==> src/rtl/gpio_irq_pkg.sv <==
package gpio_irq_pkg;

  localparam int OFS_W = 4;

  typedef enum logic {
    WIN_PORT = 1'b0,
    WIN_IRQ  = 1'b1
  } win_e;

  localparam logic [OFS_W-1:0] OFS_DIR  = 4'h0;
  localparam logic [OFS_W-1:0] OFS_DATA = 4'h4;
  localparam logic [OFS_W-1:0] OFS_POL  = 4'h8;
  localparam logic [OFS_W-1:0] OFS_STAT = 4'hC;
  localparam logic [OFS_W-1:0] OFS_PEND = 4'h0;
  localparam logic [OFS_W-1:0] OFS_MASK = 4'h8;

  // level condition for one pin: pin level equals requested polarity
  function automatic logic level_match(input logic lvl, input logic pol);
    return ~(lvl ^ pol);
  endfunction

  // next status of one pin
  function automatic logic stat_next(input logic cur, input logic ack_we,
                                     input logic keep, input logic hit);
    return ack_we ? (cur & keep) : (cur | hit);
  endfunction

  // pin read-back: driven value for outputs, sampled level for inputs
  function automatic logic pin_view(input logic is_out, input logic drv,
                                    input logic lvl);
    return is_out ? drv : lvl;
  endfunction

endpackage

==> src/rtl/gpio_in_sync.sv <==
module gpio_in_sync #(
  parameter int W      = 32,
  parameter int STAGES = 2
) (
  input  logic         clk,
  input  logic         rst_n,
  input  logic [W-1:0] d_async,
  output logic [W-1:0] d_sync
);
  logic [W-1:0] chain [STAGES];

  genvar s;
  generate
    for (s = 0; s < STAGES; s++) begin : g_stage
      if (s == 0) begin : g_first
        always_ff @(posedge clk or negedge rst_n) begin
          if (!rst_n) chain[0] <= '0;
          else        chain[0] <= d_async;
        end
      end else begin : g_next
        always_ff @(posedge clk or negedge rst_n) begin
          if (!rst_n) chain[s] <= '0;
          else        chain[s] <= chain[s-1];
        end
      end
    end
  endgenerate

  assign d_sync = chain[STAGES-1];
endmodule

==> src/rtl/gpio_port_regs.sv <==
module gpio_port_regs #(
  parameter int W = 32
) (
  input  logic         clk,
  input  logic         rst_n,
  input  logic         we_dir,
  input  logic         we_dout,
  input  logic         we_pol,
  input  logic [W-1:0] wdata,
  output logic [W-1:0] dir_q,
  output logic [W-1:0] dout_q,
  output logic [W-1:0] pol_q
);
  always_ff @(posedge clk or negedge rst_n) begin
    if (!rst_n) begin
      dir_q  <= '0;
      dout_q <= '0;
      pol_q  <= '0;
    end else begin
      if (we_dir)  dir_q  <= wdata;
      if (we_dout) dout_q <= wdata;
      if (we_pol)  pol_q  <= wdata;
    end
  end
endmodule

==> src/rtl/gpio_lvl_status.sv <==
module gpio_lvl_status #(
  parameter int W = 32
) (
  input  logic         clk,
  input  logic         rst_n,
  input  logic [W-1:0] lvl_sync,
  input  logic [W-1:0] pol_q,
  input  logic         ack_we,
  input  logic [W-1:0] ack_keep,
  output logic [W-1:0] hit,
  output logic [W-1:0] status_q
);
  import gpio_irq_pkg::*;

  genvar i;
  generate
    for (i = 0; i < W; i++) begin : g_pin
      assign hit[i] = level_match(lvl_sync[i], pol_q[i]);
      always_ff @(posedge clk or negedge rst_n) begin
        if (!rst_n) status_q[i] <= 1'b0;
        else        status_q[i] <= stat_next(status_q[i], ack_we, ack_keep[i], hit[i]);
      end
    end
  endgenerate
endmodule

==> src/rtl/gpio_pic_unit.sv <==
module gpio_pic_unit #(
  parameter int W = 32
) (
  input  logic         clk,
  input  logic         rst_n,
  input  logic         we_mask,
  input  logic [W-1:0] wdata,
  input  logic [W-1:0] pend,
  output logic [W-1:0] mask_q,
  output logic [W-1:0] live,
  output logic         irq_q
);
  assign live = pend & ~mask_q;

  always_ff @(posedge clk or negedge rst_n) begin
    if (!rst_n) begin
      mask_q <= '1;
      irq_q  <= 1'b0;
    end else begin
      if (we_mask) mask_q <= wdata;
      irq_q <= |live;
    end
  end
endmodule

==> src/rtl/gpio_lvl_irq_port.sv <==
module gpio_lvl_irq_port #(
  parameter int NPINS       = 32,
  parameter int SYNC_STAGES = 2
) (
  input  logic             clk,
  input  logic             rst_n,
  input  logic             bus_wr,
  input  logic             bus_rd,
  input  logic [4:0]       bus_addr,
  input  logic [NPINS-1:0] bus_wdata,
  output logic [NPINS-1:0] bus_rdata,
  input  logic [NPINS-1:0] pin_in,
  output logic [NPINS-1:0] pin_out,
  output logic [NPINS-1:0] pin_oe,
  output logic             irq_out
);
  import gpio_irq_pkg::*;

  localparam int ADDR_W = OFS_W + 1;

  win_e             win;
  logic [OFS_W-1:0] ofs;
  logic             in_port, in_irq;
  logic             ev_dir_we, ev_dout_we, ev_pol_we, ev_ack_we, ev_mask_we;
  logic [NPINS-1:0] lvl_sync, dir_q, dout_q, pol_q, status_q, mask_q;
  logic [NPINS-1:0] ev_hit, ev_live, data_view, rd_mux;
  logic             irq_q;

  assign win     = win_e'(bus_addr[ADDR_W-1]);
  assign ofs     = bus_addr[OFS_W-1:0];
  assign in_port = (win == WIN_PORT);
  assign in_irq  = (win == WIN_IRQ);

  assign ev_dir_we  = bus_wr && in_port && (ofs == OFS_DIR);
  assign ev_dout_we = bus_wr && in_port && (ofs == OFS_DATA);
  assign ev_pol_we  = bus_wr && in_port && (ofs == OFS_POL);
  assign ev_ack_we  = bus_wr && in_port && (ofs == OFS_STAT);
  assign ev_mask_we = bus_wr && in_irq  && (ofs == OFS_MASK);

  gpio_in_sync #(.W(NPINS), .STAGES(SYNC_STAGES)) u_sync (
    .clk(clk), .rst_n(rst_n), .d_async(pin_in), .d_sync(lvl_sync)
  );

  gpio_port_regs #(.W(NPINS)) u_regs (
    .clk(clk), .rst_n(rst_n),
    .we_dir(ev_dir_we), .we_dout(ev_dout_we), .we_pol(ev_pol_we),
    .wdata(bus_wdata),
    .dir_q(dir_q), .dout_q(dout_q), .pol_q(pol_q)
  );

  gpio_lvl_status #(.W(NPINS)) u_stat (
    .clk(clk), .rst_n(rst_n),
    .lvl_sync(lvl_sync), .pol_q(pol_q),
    .ack_we(ev_ack_we), .ack_keep(bus_wdata),
    .hit(ev_hit), .status_q(status_q)
  );

  gpio_pic_unit #(.W(NPINS)) u_pic (
    .clk(clk), .rst_n(rst_n),
    .we_mask(ev_mask_we), .wdata(bus_wdata), .pend(status_q),
    .mask_q(mask_q), .live(ev_live), .irq_q(irq_q)
  );

  genvar p;
  generate
    for (p = 0; p < NPINS; p++) begin : g_view
      assign data_view[p] = pin_view(dir_q[p], dout_q[p], lvl_sync[p]);
    end
  endgenerate

  always_comb begin
    rd_mux = '0;
    if (in_port) begin
      case (ofs)
        OFS_DIR:  rd_mux = dir_q;
        OFS_DATA: rd_mux = data_view;
        OFS_POL:  rd_mux = pol_q;
        OFS_STAT: rd_mux = status_q;
        default:  rd_mux = '0;
      endcase
    end else begin
      case (ofs)
        OFS_PEND: rd_mux = status_q;
        OFS_MASK: rd_mux = mask_q;
        default:  rd_mux = '0;
      endcase
    end
  end

  assign bus_rdata = bus_rd ? rd_mux : '0;
  assign pin_out   = dout_q;
  assign pin_oe    = dir_q;
  assign irq_out   = irq_q;
endmodule

==> config.mk <==
export PLATFORM = sky130hd
export DESIGN_NAME = gpio_lvl_irq_port
export DESIGN_NICKNAME = d
export VERILOG_FILES = /design/src/rtl/gpio_irq_pkg.sv /design/src/rtl/gpio_in_sync.sv /design/src/rtl/gpio_port_regs.sv /design/src/rtl/gpio_lvl_status.sv /design/src/rtl/gpio_pic_unit.sv /design/src/rtl/gpio_lvl_irq_port.sv
export SDC_FILE = /design/constraint.sdc
export NUM_CORES = 1
export LEC_CHECK = 0
export BUFFER_PORTS_ARGS = -buffer_cell sky130_fd_sc_hd__buf_2
export CAP_MARGIN = 20
export CORE_MARGIN = 1
export CORE_UTILIZATION = 50
export DETAILED_ROUTE_END_ITERATION = 12
export GPL_TIMING_DRIVEN = 0
export PLACE_DENSITY_LB_ADDON = 0.2
export SETUP_SLACK_MARGIN = 0.2
export SLEW_MARGIN = 20
export SYNTH_ARGS = -nofsm -noshare
export SYNTH_HDL_FRONTEND = slang
export SYNTH_SLANG_ARGS = --single-unit
==> constraint.sdc <==
create_clock -name clk -period 1.1 [get_ports clk]
set_input_delay 0.11 -clock clk [delete_from_list [all_inputs] [get_ports clk]]
set_output_delay 0.11 -clock clk [all_outputs]
set_load 0.01 [all_outputs]
==> metrics <==
pwr/cell area ~1600 nW/µm²; Hold Worst Slack -0.5539 ns; ANT nets after route 0; area leader, netlist dfrtp_1; Nets 1342; RSZ-0062 raised after global routing yes; die area 20330 µm²; critical path peak fanout 3; Yosys top cell area share 48.87%; max_cap viols 0; leakage power around 7.4 nW; # IOs 170; worst rel slew slack 59.58%; critical path's slowest cell dfrtp_1; DRT iter0 DRCs 1129; diode count 0; Synth Area per Inst 11.49 µm²; Hold Buf Count CTS 64; violated checks hold timing, setup timing; minimum clock period 1.992 ns; Setup Skew roughly 0.014 ns; worst hold path type in -> async; final setup fails 212; CTS Buffer Depth 3; vias 9751; DRT Wirelength between 30000 and 40000 µm; first-pass GRT wire length 51150 µm; layout cell share with drive strength beyond 1 49.92%; Mapped Cells 860; worst skew pair latency 0.53 ns; Filler Cell Count 1012; Post-Syn Area 9883 µm²; P&R area growth vs syn 58.97%; Fin. Hold Viols 105; critical path data arrival time 1.88 ns; DRC viols 0; pin count of the biggest net entering global routing slightly above 100; pin slew with the least headroom to its limit 0.6063 ns; Tot GR Track Use 33.71%; fin. max-slew vios 0; DR WL/cell 25.76 µm; Yosys reg bits 225; CP max stage delay 0.38 ns; CTS tree built; Setup WS pre-CTS -0.7747 ns; final worst path period share 181.1%; Initial DRT Pass Iterations 5; DIE HEIGHT 142.6 µm; DPL Wire Length 19170 µm; min setup slack post-route -0.8916 ns; WP data required ~0.99 ns; Clock Tree Root clkbuf_16; clock sink total 225; Clk pin slew, worst setup/hold paths roughly 0.06 ns; Crit. End Element output port; cell-by-cell trace of the critical path inv_2 > a32oi_1 > o211ai_1 > and3_4 > buf_6; row cnt 51; reg-to-reg setup timing slack -0.28 ns; Num CTS Buffers 25; vias in the first global route ~9100; sequential-to-total area share from yosys stat a little under three fifths; IO Port Bufs 169; H-tree depth 1; status finished with violations; vias per cell 6.287; Distinct cells, synth 27; Critical R2R Launch u_pic.mask_q[2]; max frequency 502.1 MHz; Worst Setup SP u_regs.dir_q[2]; gpl congestion 0.8395; critical path launch point type flop; width of the die ~140 µm; Congestion Overflow GR 0; VDD IR max roughly 0.0019 V; Core ar. 19400 µm²; initial core utilization 50.95%; Setup TNS Final -40.81 ns; Net Count, Synth a little over 900; antenna violations before repair 0; WS Path Type reg -> out; synth warn 0; synth top area cells dfrtp_1 (49%), dfstp_2 (8.5%), mux2_1 (7.0%)
## kinds of logic after synthesis
kind of cell / count (synthesis) / synth area share [%]
XOR/XNOR: 32 / 2.836
AO/OA/AOI/OAI: 272 / 16.81
flip-flops: 225 / 57.37
multiplexers: 96 / 10.94
AND/OR/NAND/NOR: 111 / 5.836
buffers and inverters: 124 / 6.203
## worst max-delay path: cells and delay by family (launching register included)
| family | cells | cell delay, ns |
|---|---|---|
| AOI/OAI and AO/OA | 2 | 0.57 |
| DFF | 1 | 0.38 |
| buffers and inverters | 2 | 0.20 |
| and+or+nand+nor | 1 | 0.22 |
## state kept, by name, indices dropped and copies added (netlist names)
name and count:
u_sync.chain 32, u_sync.d_sync 32, u_regs.pol_q 32, u_regs.dir_q 32, u_pic.mask_q 32, u_pic.irq_q 1, u_stat.status_q 32, u_regs.dout_q 32
## power breakdown
part / total [mW] / internal [mW] / switching, mW
clock network: 8.32 / 4.86 / 3.45
registers: 10.6 / 9.56 / 1.08
logic: 5.73 / 3.23 / 2.50
## cell type report
cell class / instances / area (µm²) / area share (%)
inverter: 64 / 240.2 / 1.529
clock inverter: 9 / 76.32 / 0.4858
timing repair buffer: 382 / 3536 / 22.51
tap: 265 / 331.6 / 2.110
clock buffer: 35 / 733.2 / 4.667
sequential: 225 / 5672 / 36.10
buffer: 60 / 777.0 / 4.945
multi-input combinational: 511 / 4345 / 27.66
## metrics by stage
step / power (mW) / instance area [µm²] / util [%] / std cells
after detailed placement: 13.92 / 11450 / 59.03 / 1296
after CTS: 23.45 / 14670 / 75.62 / 1505
final: 24.69 / 15710 / 80.99 / 1551
after global placement: 13.79 / 11390 / 58.69 / 1294
after global routing: 25.39 / 15710 / 80.99 / 1551
after floorplan: 12.30 / 10210 / - / 860
## per-layer routing
layer / global-route usage, % / part of all wire [%]
met5: 0 / 0
met1: 44.01 / 37
met3: 6.729 / 10
met4: 15.00 / 6.1
met2: 54.51 / 47
## Yosys cell counts
| master | instances |
|---|---|
| nor4_2 | 1 |
| o21ai_1 | 20 |
| o211ai_1 | 32 |
| nand3b_2 | 1 |
| nor4b_2 | 2 |
| o22ai_1 | 16 |
| a22oi_1 | 32 |
| a32oi_1 | 32 |
| nor4bb_1 | 1 |
| xor2_1 | 32 |
| nand2_1 | 64 |
| inv_1 | 64 |
| mux2_2 | 35 |
| and3b_1 | 4 |
| buf_2 | 27 |
| buf_4 | 10 |
| nand4_1 | 1 |
| o21ai_0 | 74 |
| a21oi_1 | 66 |
| dfrtp_1 | 193 |
| nor4_1 | 4 |
| and3_1 | 33 |
| clkbuf_2 | 1 |
| clkbuf_1 | 12 |
| dfstp_2 | 32 |
| buf_6 | 10 |
| mux2_1 | 61 |
## what timing repair did
item	CTS	global route
pin swaps	88	34
setup endpoints to repair	219	232
hold endpoints to repair	297	105
setup buffers	90	35
gates resized for setup	185	145
gates cloned	11	11
## path summary, 6_finish.rpt
path	end	cells after the start
worst max-delay path	bus_rdata[2]	5
worst min-delay path	u_regs.dir_q[28]	1
worst max register to register	u_pic.irq_q	4
worst min register to register	u_sync.d_sync[3]	0
max in group asynchronous	u_pic.mask_q[9]	3
min in group clk	u_stat.status_q[10]	5
## cells in the final DEF (no fill, tap or decap), types with 2 or more instances in the layout
cell type | Yosys | routed
dfstp_2 | 32 | 32
buf_12 | 0 | 31
and3b_1 | 4 | 2
nor4_4 | 0 | 2
o22ai_1 | 16 | 14
o21ai_4 | 0 | 3
mux2_4 | 0 | 96
xor2_1 | 32 | 32
clkbuf_1 | 12 | 6
buf_6 | 10 | 82
nand2_2 | 0 | 4
clkbuf_16 | 0 | 35
nand2_1 | 64 | 59
buf_2 | 27 | 132
and3_1 | 33 | 28
clkbuf_2 | 1 | 7
buf_4 | 10 | 90
o21ai_1 | 20 | 55
buf_16 | 0 | 12
inv_1 | 64 | 41
o211ai_1 | 32 | 32
dlygate4sd3_1 | 0 | 64
a22oi_1 | 32 | 28
buf_8 | 0 | 11
clkinv_2 | 0 | 6
inv_2 | 0 | 23
nor4_2 | 1 | 3
and3_4 | 0 | 5
nor4b_4 | 0 | 2
a21oi_2 | 0 | 4
clkbuf_8 | 0 | 7
dfrtp_1 | 193 | 192
o21ai_2 | 0 | 36
a32oi_1 | 32 | 28
a21oi_1 | 66 | 62
a22oi_2 | 0 | 4
a32oi_2 | 0 | 4
Note: power is estimated with default switching activity, not from simulation.
